--- src/rtl/l2m_pkg.sv ---
package l2m_pkg;
  typedef enum logic [1:0] {
    K_FLUSH = 2'd0,
    K_INV   = 2'd1,
    K_FINV  = 2'd2
  } maint_kind_e;

  localparam logic [2:0] RA_CTRL  = 3'd0;
  localparam logic [2:0] RA_INV   = 3'd1;
  localparam logic [2:0] RA_FLUSH = 3'd2;
  localparam logic [2:0] RA_END   = 3'd3;
  localparam logic [2:0] RA_START = 3'd4;

  localparam int CB_DIS  = 0;
  localparam int CB_IM   = 6;
  localparam int CB_BUSY = 8;
  localparam int CB_RGN  = 9;
endpackage

--- src/rtl/l2m_range.sv ---
module l2m_range #(
  parameter int ADDR_W = 32,
  parameter int OFF_W  = 6,
  localparam int LA_W  = ADDR_W - OFF_W
) (
  input  logic [ADDR_W-1:0] start_addr,
  input  logic [ADDR_W-1:0] end_addr,
  output logic [LA_W-1:0]   first_line,
  output logic [LA_W-1:0]   last_line,
  output logic              empty
);
  // Offset bits drop out of the line numbers; the emptiness test uses
  // the full byte addresses.
  assign first_line = start_addr[ADDR_W-1:OFF_W];
  assign last_line  = end_addr[ADDR_W-1:OFF_W];
  assign empty      = end_addr < start_addr;
endmodule

--- src/rtl/l2m_regs.sv ---
module l2m_regs
  import l2m_pkg::*;
#(
  parameter int ADDR_W   = 32,
  parameter int OFF_W    = 6,
  parameter int NUM_SETS = 16,
  localparam int LA_W    = ADDR_W - OFF_W
) (
  input  logic              clk,
  input  logic              rst_n,
  input  logic              reg_we,
  input  logic [2:0]        reg_waddr,
  input  logic [ADDR_W-1:0] reg_wdata,
  input  logic [2:0]        reg_raddr,
  output logic [ADDR_W-1:0] reg_rdata,
  input  logic              busy,
  output logic              cache_disable,
  output logic              launch,
  output logic              launch_entire,
  output maint_kind_e       launch_kind,
  output logic [LA_W-1:0]   launch_first,
  output logic [LA_W-1:0]   launch_last
);
  logic              dis_q, im_q, rgn_q;
  logic [ADDR_W-1:0] end_q, start_q;
  logic              wr_ok;
  logic [LA_W-1:0]   r_first, r_last;
  logic              r_empty;
  logic              go_inv, go_flush, go_rgn;

  assign wr_ok = reg_we && !busy;

  l2m_range #(.ADDR_W(ADDR_W), .OFF_W(OFF_W)) u_range (
    .start_addr (reg_wdata),
    .end_addr   (end_q),
    .first_line (r_first),
    .last_line  (r_last),
    .empty      (r_empty)
  );

  always_ff @(posedge clk) begin
    if (!rst_n) begin
      dis_q   <= 1'b0;
      im_q    <= 1'b0;
      rgn_q   <= 1'b0;
      end_q   <= '0;
      start_q <= '0;
    end else if (reg_we) begin
      if (reg_waddr == RA_CTRL) begin
        dis_q <= reg_wdata[CB_DIS];
        if (!busy) begin
          im_q  <= reg_wdata[CB_IM];
          rgn_q <= reg_wdata[CB_RGN];
        end
      end
      if (!busy && reg_waddr == RA_END)   end_q   <= reg_wdata;
      if (!busy && reg_waddr == RA_START) start_q <= reg_wdata;
    end
  end

  assign go_inv   = wr_ok && reg_waddr == RA_INV   && reg_wdata[0];
  assign go_flush = wr_ok && reg_waddr == RA_FLUSH && reg_wdata[0];
  assign go_rgn   = wr_ok && reg_waddr == RA_START && !r_empty;

  assign launch        = go_inv || go_flush || go_rgn;
  assign launch_entire = !go_rgn;

  always_comb begin
    if (go_inv)       launch_kind = im_q ? K_FINV : K_INV;
    else if (go_rgn)  launch_kind = rgn_q ? (im_q ? K_FINV : K_INV) : K_FLUSH;
    else              launch_kind = K_FLUSH;
  end

  assign launch_first = go_rgn ? r_first : '0;
  assign launch_last  = go_rgn ? r_last  : LA_W'(NUM_SETS - 1);

  assign cache_disable = dis_q;

  always_comb begin
    reg_rdata = '0;
    case (reg_raddr)
      RA_CTRL: begin
        reg_rdata[CB_DIS]  = dis_q;
        reg_rdata[CB_IM]   = im_q;
        reg_rdata[CB_BUSY] = busy;
        reg_rdata[CB_RGN]  = rgn_q;
      end
      RA_END:   reg_rdata = end_q;
      RA_START: reg_rdata = start_q;
      default:  reg_rdata = '0;
    endcase
  end

  a_r9_end_kept: assert property (@(posedge clk) disable iff (!rst_n)
    (busy && reg_we && reg_waddr == RA_END) |=> $stable(end_q));

  a_r2_dis_follows: assert property (@(posedge clk) disable iff (!rst_n)
    (reg_we && reg_waddr == RA_CTRL) |=> (cache_disable == $past(reg_wdata[CB_DIS])));
endmodule

--- src/rtl/l2m_walker.sv ---
module l2m_walker
  import l2m_pkg::*;
#(
  parameter int ADDR_W   = 32,
  parameter int OFF_W    = 6,
  parameter int NUM_SETS = 16,
  localparam int IDX_W   = $clog2(NUM_SETS),
  localparam int LA_W    = ADDR_W - OFF_W,
  localparam int TAG_W   = LA_W - IDX_W
) (
  input  logic              clk,
  input  logic              rst_n,
  input  logic              launch,
  input  logic              launch_entire,
  input  maint_kind_e       launch_kind,
  input  logic [LA_W-1:0]   launch_first,
  input  logic [LA_W-1:0]   launch_last,
  output logic              busy,
  output logic [IDX_W-1:0]  tag_idx,
  input  logic              tag_rd_valid,
  input  logic              tag_rd_dirty,
  input  logic [TAG_W-1:0]  tag_rd_tag,
  output logic              tag_we,
  output logic              tag_wr_valid,
  output logic              tag_wr_dirty,
  output logic              wb_valid,
  output logic [ADDR_W-1:0] wb_addr,
  input  logic              wb_ready
);
  typedef enum logic [1:0] {S_IDLE, S_PROBE, S_WB} wstate_e;

  wstate_e          state;
  logic [LA_W-1:0]  cur, last_q;
  logic             entire_q;
  maint_kind_e      kind_q;
  logic [TAG_W-1:0] wtag_q;
  logic             hit, need_wb, drop, line_done;

  assign hit     = tag_rd_valid && (entire_q || tag_rd_tag == cur[LA_W-1:IDX_W]);
  assign need_wb = hit && tag_rd_dirty && kind_q != K_INV;
  assign drop    = hit && !need_wb && kind_q != K_FLUSH;

  assign line_done = (state == S_PROBE && !need_wb) || (state == S_WB && wb_ready);

  always_ff @(posedge clk) begin
    if (!rst_n) begin
      state    <= S_IDLE;
      cur      <= '0;
      last_q   <= '0;
      entire_q <= 1'b0;
      kind_q   <= K_FLUSH;
      wtag_q   <= '0;
    end else begin
      case (state)
        S_IDLE: if (launch) begin
          state    <= S_PROBE;
          cur      <= launch_first;
          last_q   <= launch_last;
          entire_q <= launch_entire;
          kind_q   <= launch_kind;
        end
        S_PROBE: if (need_wb) begin
          state  <= S_WB;
          wtag_q <= tag_rd_tag;
        end
        default: ;
      endcase
      if (line_done) begin
        if (cur == last_q) state <= S_IDLE;
        else begin
          state <= S_PROBE;
          cur   <= cur + 1'b1;
        end
      end
    end
  end

  assign busy         = state != S_IDLE;
  assign tag_idx      = cur[IDX_W-1:0];
  assign tag_we       = (state == S_PROBE && drop) || (state == S_WB && wb_ready);
  assign tag_wr_valid = kind_q == K_FLUSH;
  assign tag_wr_dirty = 1'b0;
  assign wb_valid     = state == S_WB;
  assign wb_addr      = {wtag_q, cur[IDX_W-1:0], {OFF_W{1'b0}}};

  a_r8_wb_hold: assert property (@(posedge clk) disable iff (!rst_n)
    (wb_valid && !wb_ready) |=> (wb_valid && $stable(wb_addr)));

  a_r8_wb_dirty: assert property (@(posedge clk) disable iff (!rst_n)
    wb_valid |-> (tag_rd_valid && tag_rd_dirty && tag_rd_tag == wtag_q));

  a_r3_inv_no_wb: assert property (@(posedge clk) disable iff (!rst_n)
    (busy && kind_q == K_INV) |-> !wb_valid);
endmodule

--- src/rtl/l2_maint_seq.sv ---
module l2_maint_seq
  import l2m_pkg::*;
#(
  parameter int ADDR_W     = 32,
  parameter int LINE_BYTES = 64,
  parameter int NUM_SETS   = 16,
  localparam int OFF_W     = $clog2(LINE_BYTES),
  localparam int IDX_W     = $clog2(NUM_SETS),
  localparam int LA_W      = ADDR_W - OFF_W,
  localparam int TAG_W     = LA_W - IDX_W
) (
  input  logic              clk,
  input  logic              rst_n,
  input  logic              reg_we,
  input  logic [2:0]        reg_waddr,
  input  logic [ADDR_W-1:0] reg_wdata,
  input  logic [2:0]        reg_raddr,
  output logic [ADDR_W-1:0] reg_rdata,
  output logic              cache_disable,
  output logic [IDX_W-1:0]  tag_idx,
  input  logic              tag_rd_valid,
  input  logic              tag_rd_dirty,
  input  logic [TAG_W-1:0]  tag_rd_tag,
  output logic              tag_we,
  output logic              tag_wr_valid,
  output logic              tag_wr_dirty,
  output logic              wb_valid,
  output logic [ADDR_W-1:0] wb_addr,
  input  logic              wb_ready
);
  logic            busy, launch, launch_entire;
  maint_kind_e     launch_kind;
  logic [LA_W-1:0] launch_first, launch_last;

  l2m_regs #(.ADDR_W(ADDR_W), .OFF_W(OFF_W), .NUM_SETS(NUM_SETS)) u_regs (
    .clk, .rst_n, .reg_we, .reg_waddr, .reg_wdata, .reg_raddr, .reg_rdata,
    .busy, .cache_disable, .launch, .launch_entire, .launch_kind,
    .launch_first, .launch_last
  );

  l2m_walker #(.ADDR_W(ADDR_W), .OFF_W(OFF_W), .NUM_SETS(NUM_SETS)) u_walk (
    .clk, .rst_n, .launch, .launch_entire, .launch_kind, .launch_first,
    .launch_last, .busy, .tag_idx, .tag_rd_valid, .tag_rd_dirty, .tag_rd_tag,
    .tag_we, .tag_wr_valid, .tag_wr_dirty, .wb_valid, .wb_addr, .wb_ready
  );

  a_r7_busy_after_launch: assert property (@(posedge clk) disable iff (!rst_n)
    launch |=> busy);

  a_r9_no_launch_busy: assert property (@(posedge clk) disable iff (!rst_n)
    busy |-> !launch);
endmodule

--- config.mk ---
export PLATFORM = sky130hd
export DESIGN_NAME = l2_maint_seq
export DESIGN_NICKNAME = d
export VERILOG_FILES = /design/src/rtl/l2m_pkg.sv /design/src/rtl/l2m_range.sv /design/src/rtl/l2m_regs.sv /design/src/rtl/l2m_walker.sv /design/src/rtl/l2_maint_seq.sv
export SDC_FILE = /design/constraint.sdc
export NUM_CORES = 1
export LEC_CHECK = 0
export ABC_AREA = 0
export CAP_MARGIN = 20
export CORE_AREA = 2 2 148 186
export CTS_BUF_LIST = sky130_fd_sc_hd__clkbuf_2 sky130_fd_sc_hd__clkbuf_4 sky130_fd_sc_hd__clkbuf_8
export DETAILED_ROUTE_END_ITERATION = 6
export DIE_AREA = 0 0 150 188
export GPL_ROUTABILITY_DRIVEN = 0
export SYNTH_ARGS = -nofsm -noshare
export SYNTH_HDL_FRONTEND = slang
export SYNTH_HIERARCHICAL = 1
export SYNTH_SLANG_ARGS = --single-unit
--- constraint.sdc ---
create_clock -name clk -period 9.1 [get_ports clk]
set_input_delay 1.82 -clock clk [delete_from_list [all_inputs] [get_ports clk]]
set_output_delay 1.82 -clock clk [all_outputs]
set_load 0.05 [all_outputs]
Word-level counts from Yosys, hierarchy flattened
Index checks and enable logic that the tools add are counted.

operators by class
  add/sub/neg operators = 1
  $lt $le $gt $ge = 1
  equality and inequality tests = 13
  multiplexer cells = 21
  bitwise operators = 1
  reductions and logical operators = 40

operators with widths
  kind                                                                   number
  26-bit two-way mux                                                     6
  22-bit case mux with 2 select lines                                    1
  32-bit less-than comparator                                            1
  26-bit by 1-bit adder with 26-bit output, second input constant        1
  26-bit equality test                                                   1
  22-bit equality test                                                   1
  1-bit logical AND                                                      17
  2-bit two-way mux                                                      7
  5-bit case mux with 2 select lines                                     1
  2-bit AND reduction                                                    5
  3-bit by 2-bit equality test with 1-bit output, second input constant  3
  3-bit equality test, second input constant                             2
  3-bit zero test                                                        2
  1-bit case mux with 3 select lines                                     2
  2-bit case mux with 3 select lines                                     1
  3-bit AND reduction                                                    2
  1-bit logical OR                                                       5
  1-bit zero test                                                        4
  2-bit zero test                                                        2
  2-bit case mux with 2 select lines                                     1
  2-bit nonzero test                                                     2
  3-bit by 1-bit equality test with 1-bit output, second input constant  1
  3-bit by 1-bit != test with 1-bit output, second input constant        1
  3-bit by 2-bit != test with 1-bit output, second input constant        1
  other kinds (7)                                                        7

word-level totals
  flip-flop bits (word level) = 146
  input port bits = 66
  output and inout bits = 73
  logic and storage cells = 88

Depth between registers and ports, before layout
Gate-level depths: netlist (run 1).

  word-level depth = 11
  gate-level depth with buffers = 16

By module
The synthesis (run 1) kept the hierarchy.

by module, submodules not included
  module      times used  cells each  area each (um^2)  sequential area each (um^2)
  l2m_walker  1           578         4579.4            1581.5
  l2m_regs    1           376         3339.5            1341.3
  l2m_range   1           162         1188.6            0.0

Worst setup path after synthesis (run 1)
No wires, ideal clock.

  kind = input -> output
  from = input tag_rd_tag[17]
  to = output tag_we
  data arrival time = 4259 ps
  data required time = 7280 ps
  setup slack = 3021 ps
  cell stages on the path = 5
  path buffers = 0
  cell sequence = xnor2_1 > nand4_1 > nor4_2 > a21oi_1 > o41ai_1

on the way
  word-level cells in the longest chain between the ends = 10

RTL lines
  element                              line                RTL
  from (decl)                          l2_maint_seq.sv:23  input logic [TAG_W-1:0] tag_rd_tag,
  22-bit equality test (*)             l2m_walker.sv:39    assign hit = tag_rd_valid && (entire_q || tag_rd_tag == cur[LA_W-1:IDX_W]);
  1-bit logical OR (*)                 l2m_walker.sv:39
  1-bit logical AND (*)                l2m_walker.sv:39
  1-bit logical AND (2 in series)      l2m_walker.sv:40    assign need_wb = hit && tag_rd_dirty && kind_q != K_INV;
  1-bit zero test                      l2m_walker.sv:41    assign drop = hit && !need_wb && kind_q != K_FLUSH;
  1-bit logical AND (*) (2 in series)  l2m_walker.sv:41
  1-bit logical AND (*)                l2m_walker.sv:80    assign tag_we = (state == S_PROBE && drop) || (state == S_WB && wb_ready);
  1-bit logical OR (*)                 l2m_walker.sv:80
  to (decl)                            l2_maint_seq.sv:24  output logic tag_we,

Mark *: on every way between the ends. The rest lies on a longest branch, timed or not.

Worst setup path in the final report (run 1)
  from = input tag_rd_tag[10]
  to = output tag_we

The elaborated chain is that of the path after synthesis.

==> results of run 1 <==
==> stage by stage <==
stage | total power [mW] | hold WS [ps] | setup slack (ps) | instances | instance area [sq um]
2_1_floorplan | 0.764 | 438 | 3020 | 1122 | 9130
3_3_place_gp | 0.809 | 441 | 2850 | 1456 | 9970
3_5_place_dp | 0.811 | 447 | 2840 | 1456 | 9970
4_1_cts | 1.33 | 459 | 2810 | 1488 | 10400
5_1_grt | 1.37 | 470 | 2710 | 1489 | 10400
6_report | 1.31 | 456 | 2840 | 1489 | 10400
==> tightest hold or removal path, delay by kind of cell, from the launching register on <==
| kind | cells | cell delay (ps) |
|---|---|---|
| AOI/OAI and AO/OA | 1 | 50 |
| DFF | 1 | 310 |
| and+or+nand+nor | 1 | 50 |
==> cell families after synthesis <==
group	Yosys count	share of synthesized area [%]
compound gates	170	12.8
fa+ha+maj	32	4.40
buf+inv	192	12.5
other cells	1	0.0412
xor+xnor	50	5.39
mux	71	7.80
simple gates	454	24.9
flops	146	32.1
==> layer usage <==
metal / vias to the layer above / share of wire (%)
met4: 0 / 1.6
met5: - / 0
li1: 3785 / -
met3: 22 / 5.3
met1: 3558 / 49
met2: 226 / 45
==> cell type report <==
cell class / instances / area (sq um) / share of cell area (%)
repair buffers: 142 / 1390 / 13.4
multi-input cells: 784 / 5080 / 49.0
flip-flops and latches: 146 / 2920 / 28.2
inverters: 39 / 146 / 1.41
clock buffers: 17 / 234 / 2.26
well taps: 345 / 432 / 4.17
clock inverters: 15 / 156 / 1.51
diodes: 1 / 2.50 / 0.0241
==> cells in the mapped netlist (3+ instances only) <==
library cell  number  area (sq um)
a21o_1             4          30.0
a21oi_1           68           340
a21oi_2            3          26.3
a22o_1            28           245
a31oi_1           14          87.6
a32oi_1            7          61.3
and2_1            51           319
and3_1            13          81.3
and4_1             3          26.3
buf_2             24           120
buf_4             68           510
buf_6             18           203
clkbuf_1          42           158
dfxtp_1          146          2920
ha_1              32           400
inv_1             36           135
mux2i_1           71           711
nand2_1          217           815
nand2b_1           6          37.5
nand3_1           65           325
nand4_1           25           156
nor2_1            17          63.8
nor2b_1            4          25.0
nor3_1            12          60.1
nor3b_1            4          30.0
nor4_1             3          18.8
o21a_1             3          22.5
o21ai_0           17          85.1
o2bb2ai_1          5          43.8
or3_1             12          75.1
or4_1              3          22.5
xnor2_1           42           368
xnor2_2            7           114
==> power groups by stage <==
| stage | clock [mW] | combinational [mW] | sequential, mW |
|---|---|---|---|
| floorplan | 0 | 0.0971 | 0.667 |
| global placement | 0 | 0.140 | 0.669 |
| detailed placement | 0 | 0.142 | 0.669 |
| CTS | 0.534 | 0.142 | 0.654 |
| global route | 0.563 | 0.154 | 0.655 |
| finish | 0.518 | 0.142 | 0.654 |
==> sequential cells by signal, indices dropped and copies added, names as in the netlist <==
signal / flops
u_regs/cache_disable: 1
u_regs/end_q: 32
u_regs/im_q: 1
u_regs/rgn_q: 1
u_regs/start_q: 32
u_walk/cur: 26
u_walk/entire_q: 1
u_walk/kind_q: 2
u_walk/last_q: 26
u_walk/state: 2
u_walk/wtag_q: 22
==> final timing paths <==
path,end,slack [ps],cells after the start
hold reg to reg,u_walk/wtag_q[11]$_SDFFE_PN0P_,460,2
hold / removal,u_walk/wtag_q[11]$_SDFFE_PN0P_,460,2
setup / recovery,tag_we,2840,7
setup reg to reg,u_walk/cur[14]$_SDFF_PN0_,5080,15
==> flow_summary.ini, run 1 <==
[run_status]
status = complete, no violations

[critical_path]
path_max_fanout = 3
cp_data_required_time_ps = 7280
crit_path_end_kind = output pin
worst-path-buf-inv = 2
reg2reg_from = u_regs/end_q[14]$_SDFFE_PN0P_
slowest_stage = clkdlybuf4s50_1
cp.arrival_ps = 4440
start_kind = primary input
cpMostUsedCell = clkdlybuf4s50_1
crit_start = tag_rd_tag[10]
slowest_delay_ps = 860
crit_type = in -> out
path_delay_family = buffers and inverters
path_cells = clkdlybuf4s50_1, xnor2_1, nand4_1, nor4_2, a21oi_1, o41ai_1, clkdlybuf4s50_1

[logic_synthesis]
ys_ff_latch = 146
synth_cell_types = 69
synth_edf_count = 0
syn-cell-area_sq_um = 9110
ys_seq_area_share_pct = 32.1
async_flop_share_pct = 0
synth_cells = 1116
syn_area_per_cell_sq_um = 8.16
synth_flop_cell = dfxtp_1
yosysWarnings = 6

[global_route]
antenna_found_initial = 1
busiest_layer = met2
grt_max_degree = 110
grt_pass1_wl_um = 39400
grt.overflow.total = 0
grt_usage_pct = 17.6
grtUsageMet2_pct = 27.1
grtUsageMet1_pct = 24.7
grtUsageMet3_pct = 3.58
grt_pass1_vias = 7317

[cts]
clock_latency_ps = 450
path_clk_slew_ps = 80
clock-sinks = 146
ctsHoldBuffers = 0
htree_levels = 4
post_cts_resized = 0
postCtsSetupRepairBufs = 0
cts_buffer_depth = 2
numCtsBuffers = 17
cts-root-buf = clkbuf_8
cts_tree = yes

[worst_hold_path]
min_from = u_walk/wtag_q[11]$_SDFFE_PN0P_
hp-class = reg -> reg

[die]
die-area_sq_um = 28200
num_rows = 67
dieWidth_um = 150
initial_core_util_pct = 34.4
io_pins = 139
coreArea_sq_um = 26500
die_height_um = 188

[route]
route.detailed.drc = 0
drtAntennaViolNets = 0
avgViaCountPerCell = 5.10
drtPass1Iterations = 6
drt-total-wl_um = 24600
first_iter_violations = 594
wl_per_cell_um = 16.5
vias = 7591

[finish]
layout_common_cells = nand2_1, dfxtp_1, clkdlybuf4s50_1
nets = 1228
final_common_cell = nand2_1
n_fill_cell = 2760
drive_gt1_share_pct = 6.91
areaGrowthSynthToFinish_pct = 13.8
final_util_pct = 39.1

[timing]
post-route-period-util_pct = 68.8
hold_violations = 0
grt_setup_unrepaired = no
max_freq_ghz = 0.160
tns_ps = 0
slew_headroom_pct = 25.9
maxSlewViolCount = 0
period_needed_ps = 6260
fin_worst_skew_ps = 19.0
worstMarginPinSlew_ps = 1110
setup_violations = 0

[power_and_ir_drop]
vdd_ir_drop_max_mv = 0.0834
clockPowerShare_pct = 39.4
p_switching_mw = 0.365
switching_share_pct = 27.8
internal-power_mw = 0.949
p_seq_share_pct = 49.8
p_leak_nw = 3.90
power_per_cell_area_nw_per_um2 = 127
p_comb_share_pct = 10.8

[job]
maxCapViolations = 0

[place]
io_buffers = 131
dp.final_hpwl_um = 17900
Power figures use the tool's default switching activity.
==> run 2: changes to the inputs <==
clock period = 6.4 ns   (was 9.1 ns; I/O delays follow)
==> run 2 against run 1 <==
Die area stayed put. Design area is 0.47% higher. Setup slack worse by 1600 ps. Largest cell class unchanged.
==> flow_summary.ini, run 2 (synthesis results as in run 1) <==
[timing]
slew_headroom_pct = 26.0
whs_ps = 457
worstMarginPinSlew_ps = 1110
fin_worst_skew_ps = 11.1
period_needed_ps = 5180
maxSlewViolCount = 0
max_freq_ghz = 0.193
setup_violations = 0
hold_violations = 0
tns_ps = 0
grt_setup_unrepaired = no
post-route-period-util_pct = 81.0

[route]
drtPass1Iterations = 5
vias = 7667
drtAntennaViolNets = 0
avgViaCountPerCell = 5.15
route.detailed.drc = 0
drt-total-wl_um = 24600
first_iter_violations = 667
wl_per_cell_um = 16.5

[die]
io_pins = 139
initial_core_util_pct = 34.4
coreArea_sq_um = 26500
die-area_sq_um = 28200
num_rows = 67
die_height_um = 188
dieWidth_um = 150

[critical_path]
r2r-end = u_walk/cur[1]$_SDFF_PN0_
endpoint = tag_we
crit_path_end_kind = output pin
reg2reg_slack_ps = 2900
path_max_fanout = 3
crit_start = tag_rd_tag[2]
rr_worst_depth = 13
start_kind = primary input
reg2reg_from = u_regs/end_q[14]$_SDFFE_PN0P_
crit_type = in -> out
cp.arrival_ps = 3900
cp_data_required_time_ps = 5120

[finish]
n_antenna_cell = 0
final_util_pct = 39.3
drive_gt1_share_pct = 6.99
final_common_cell = nand2_1
final-instance-count-excl-fill = 1489
nets = 1229
reg_top3 = u_regs/end_q: 32 flops, u_regs/start_q: 32 flops
n_fill_cell = 2763
layout_common_cells = nand2_1, dfxtp_1, clkdlybuf4s50_1
areaGrowthSynthToFinish_pct = 14.3

[place]
dp.final_hpwl_um = 17800
io_buffers = 131
placedCellCount = 1457

[power_and_ir_drop]
p_switching_mw = 0.520
p_seq_share_pct = 48.1
fin_total_pwr_mw = 1.93
clockPowerShare_pct = 41.4
internal-power_mw = 1.41
vdd_ir_drop_max_mv = 0.128
power_per_cell_area_nw_per_um2 = 186
p_leak_nw = 3.93
p_comb_share_pct = 10.5
switching_share_pct = 26.9

[cts]
cts_buffer_depth = 2
ctsHoldBuffers = 0
clock_latency_ps = 460
post_cts_resized = 0
htree_levels = 4
clock-sinks = 146
cts_tree = yes
cts-root-buf = clkbuf_8
path_clk_slew_ps = 80
numCtsBuffers = 17
postCtsSetupRepairBufs = 0

[global_route]
grt_pass1_wl_um = 38500
antenna_found_initial = 0
grt_pass1_vias = 7139
grt_usage_pct = 17.2
grt.overflow.total = 0
grt_max_degree = 105

[run_status]
status = complete, no violations

[job]
maxCapViolations = 0

[worst_hold_path]
hp-class = reg -> reg
run 2: changes by cell type in the layout (fill, tap and decap cells not counted):
cell        before  now
diode_2          1    0
inv_6            3    4
clkinvlp_4       5    4
bufinv_16        2    3
clkbuf_8        17   19
clkinv_2         3    0
buf_4           12   13
run 2: final cells by class:
| class | count | area (sq um) | area share, % |
|---|---|---|---|
| clock buffers | 19 | 262 | 2.51 |
| clock inverters | 13 | 173 | 1.66 |
| inverters | 39 | 146 | 1.41 |
| multi-input cells | 784 | 5080 | 48.8 |
| flip-flops and latches | 146 | 2920 | 28.1 |
| well taps | 345 | 432 | 4.15 |
| repair buffers | 143 | 1400 | 13.4 |
run 2: power by group through the flow:
| stage | Sequential (mW) | Combinational, mW | Clock [mW] |
|---|---|---|---|
| 4_1_cts | 0.930 | 0.204 | 0.820 |
| 3_5_place_dp | 0.951 | 0.203 | 0 |
| 2_1_floorplan | 0.948 | 0.138 | 0 |
| 3_3_place_gp | 0.951 | 0.201 | 0 |
| 5_1_grt | 0.932 | 0.221 | 0.856 |
| 6_report | 0.930 | 0.203 | 0.800 |
run 2: worst min-delay path by stage:
stage                                    from                        endpoint  slack, ps  cells past startpoint
4_1_cts        u_walk/wtag_q[10]$_SDFFE_PN0P_  u_walk/wtag_q[10]$_SDFFE_PN0P_        460                      2
2_1_floorplan  u_regs/start_q[0]$_SDFFE_PN0P_  u_regs/start_q[0]$_SDFFE_PN0P_        440                      2
3_3_place_gp    u_walk/wtag_q[9]$_SDFFE_PN0P_   u_walk/wtag_q[9]$_SDFFE_PN0P_        440                      2
3_5_place_dp   u_walk/wtag_q[10]$_SDFFE_PN0P_  u_walk/wtag_q[10]$_SDFFE_PN0P_        450                      2
6_report        u_walk/wtag_q[0]$_SDFFE_PN0P_   u_walk/wtag_q[0]$_SDFFE_PN0P_        460                      2
5_1_grt        u_walk/wtag_q[10]$_SDFFE_PN0P_  u_walk/wtag_q[10]$_SDFFE_PN0P_        470                      2
run 2: per-stage QoR:
step           worst slack [ps]  area (sq um)
6_report                   1220         10400
5_1_grt                    1040         10400
4_1_cts                    1160         10400
3_5_place_dp               1160          9980
3_3_place_gp               1180          9980
2_1_floorplan              1400          9130
run 2: metal layers:
layer  part of all wire, %  track usage [%]
met2                    45             26.7
met5                     0                0
met4                   1.1             4.28
met3                   6.0             3.50
met1                    48             24.2
run 2: critical path: stages:
cell and delay, ps:
clkdlybuf4s50_1 440, xnor2_1 270, nand4_1 180, nor4_2 360
a21oi_1 120, o41ai_1 390, clkdlybuf4s50_1 860
==> run 3: changes to the inputs <==
clock period = 4.4 ns   (was 6.4 ns; I/O delays follow)
==> run 3 against run 2 <==
Final cell count rose by 0.87%. Flip-flop and latch count did not move. Worst hold slack got worse by 1.4 ps. Non-clock buffer count rose by 14. Clock power rose by 39%. Setup slack got worse by 810 ps. Global-route usage rose by 0.36 points. Largest cell class unchanged. Via count fell by 0.83%. Critical path depth did not move. Clock-buffer cell count fell by 1. First-iteration DRC count fell by 10%. Critical endpoint unchanged. Sequential share of layout area fell by 1.2 points.
==> flow_summary.ini, run 3 (synthesis results as in run 1) <==
[route]
vias = 7603
wl_per_cell_um = 16.4
drtPass1Iterations = 4
drt-total-wl_um = 24600
drtAntennaViolNets = 0
avgViaCountPerCell = 5.06
first_iter_violations = 600
route.detailed.drc = 0

[global_route]
grt_pass1_wl_um = 39400
grtUsageMet2_pct = 27.5
busiest_layer = met2
antenna_found_initial = 0
grt.overflow.total = 0
grtUsageMet1_pct = 24.8
grt_usage_pct = 17.5
grt_pass1_vias = 7158
grt_max_degree = 115
grtUsageMet3_pct = 3.55

[finish]
reg_top3 = u_regs/end_q: 32 flops, u_regs/start_q: 32 flops
drive_gt1_share_pct = 10.9
nets = 1243
final_util_pct = 41.0
areaGrowthSynthToFinish_pct = 19.3
n_fill_cell = 2729
layout_common_cells = nand2_1, dfxtp_1, clkdlybuf4s50_1
multiInputGateArea_sq_um = 5080
n_antenna_cell = 0
seqCellArea_sq_um = 2920
final_common_cell = nand2_1

[cts]
cts_buffer_depth = 2
cts-root-buf = clkbuf_8
postCtsSetupRepairBufs = 0
htree_levels = 4
clock_latency_ps = 450
path_clk_slew_ps = 80
numCtsBuffers = 17
post_cts_resized = 0
ctsHoldBuffers = 0
cts_tree = yes
clock-sinks = 146

[power_and_ir_drop]
p_leak_nw = 4.17
power_per_cell_area_nw_per_um2 = 255
vdd_ir_drop_max_mv = 0.182

[critical_path]
reg2reg_slack_ps = 1280
path_max_fanout = 3
rr_worst_depth = 12
reg2reg_from = u_regs/end_q[1]$_SDFFE_PN0P_
crit_start = tag_rd_tag[17]
crit_path_end_kind = output pin
cp.arrival_ps = 3110
start_kind = primary input
crit_type = in -> out
endpoint = tag_we
r2r-end = u_walk/cur[7]$_SDFF_PN0_
cp_data_required_time_ps = 3520

[worst_hold_path]
min_from = u_walk/wtag_q[3]$_SDFFE_PN0P_
hp-class = reg -> reg

[timing]
tns_ps = 0
maxSlewViolCount = 0
hold_violations = 0
fin_worst_skew_ps = 13.2
max_freq_ghz = 0.251
setup_violations = 0
slew_headroom_pct = 52.1
period_needed_ps = 3990
grt_setup_unrepaired = no
worstMarginPinSlew_ps = 718
post-route-period-util_pct = 90.7

[place]
dp.final_hpwl_um = 17900
io_buffers = 131

[die]
num_rows = 67
coreArea_sq_um = 26500
io_pins = 139
initial_core_util_pct = 34.4
dieWidth_um = 150
die_height_um = 188
die-area_sq_um = 28200

[run_status]
status = complete, no violations

[job]
maxCapViolations = 0
-- run 3: critical path, cell delays in order --
cell and delay [ps]:
clkdlybuf4s50_1 470, xnor2_1 270, nand4_1 140, nor4_2 430, a21oi_1 120, o41ai_1 500
buf_4 290
-- run 3: how the worst min path moves through the flow --
| stage | to | depth (start not counted) |
|---|---|---|
| finish | u_walk/wtag_q[3]$_SDFFE_PN0P_ | 2 |
| floorplan | u_regs/start_q[0]$_SDFFE_PN0P_ | 2 |
| global route | u_walk/wtag_q[7]$_SDFFE_PN0P_ | 2 |
| global placement | u_walk/wtag_q[20]$_SDFFE_PN0P_ | 2 |
| CTS | u_walk/wtag_q[3]$_SDFFE_PN0P_ | 2 |
| detailed placement | u_walk/wtag_q[3]$_SDFFE_PN0P_ | 2 |
-- run 3: per-stage QoR --
stage / area, sq um / power (mW) / hold slack (ps) / worst slack (ps) / std cells
after floorplan: 9130 / 1.58 / 438 / 201 / 1122
after global placement: 10400 / 1.69 / 442 / 243 / 1469
after detailed placement: 10400 / 1.69 / 447 / 213 / 1469
after CTS: 10800 / 2.80 / 458 / 424 / 1500
after global routing: 10900 / 2.89 / 470 / 317 / 1502
final: 10900 / 2.78 / 456 / 410 / 1502
-- run 3: final cells by class --
type / count / area share (%)
Multi-Input combinational cell: 784 / 46.7
Sequential cell: 146 / 26.9
Timing Repair Buffer: 157 / 17.4
Tap cell: 345 / 3.97
Clock buffer: 18 / 2.22
Clock inverter: 13 / 1.49
Inverter: 39 / 1.35
-- run 3: power by group --
group	switching (mW)	internal (mW)	leakage [nW]
sequential	0.0152	1.34	1.18
combinational	0.181	0.134	2.80
clock	0.545	0.564	0.195
-- run 3: layer usage --
metal / vias up / part of all wire [%]
met5: - / 0
met4: 0 / 0.84
met3: 16 / 5.1
met2: 191 / 46
met1: 3580 / 48
li1: 3816 / -
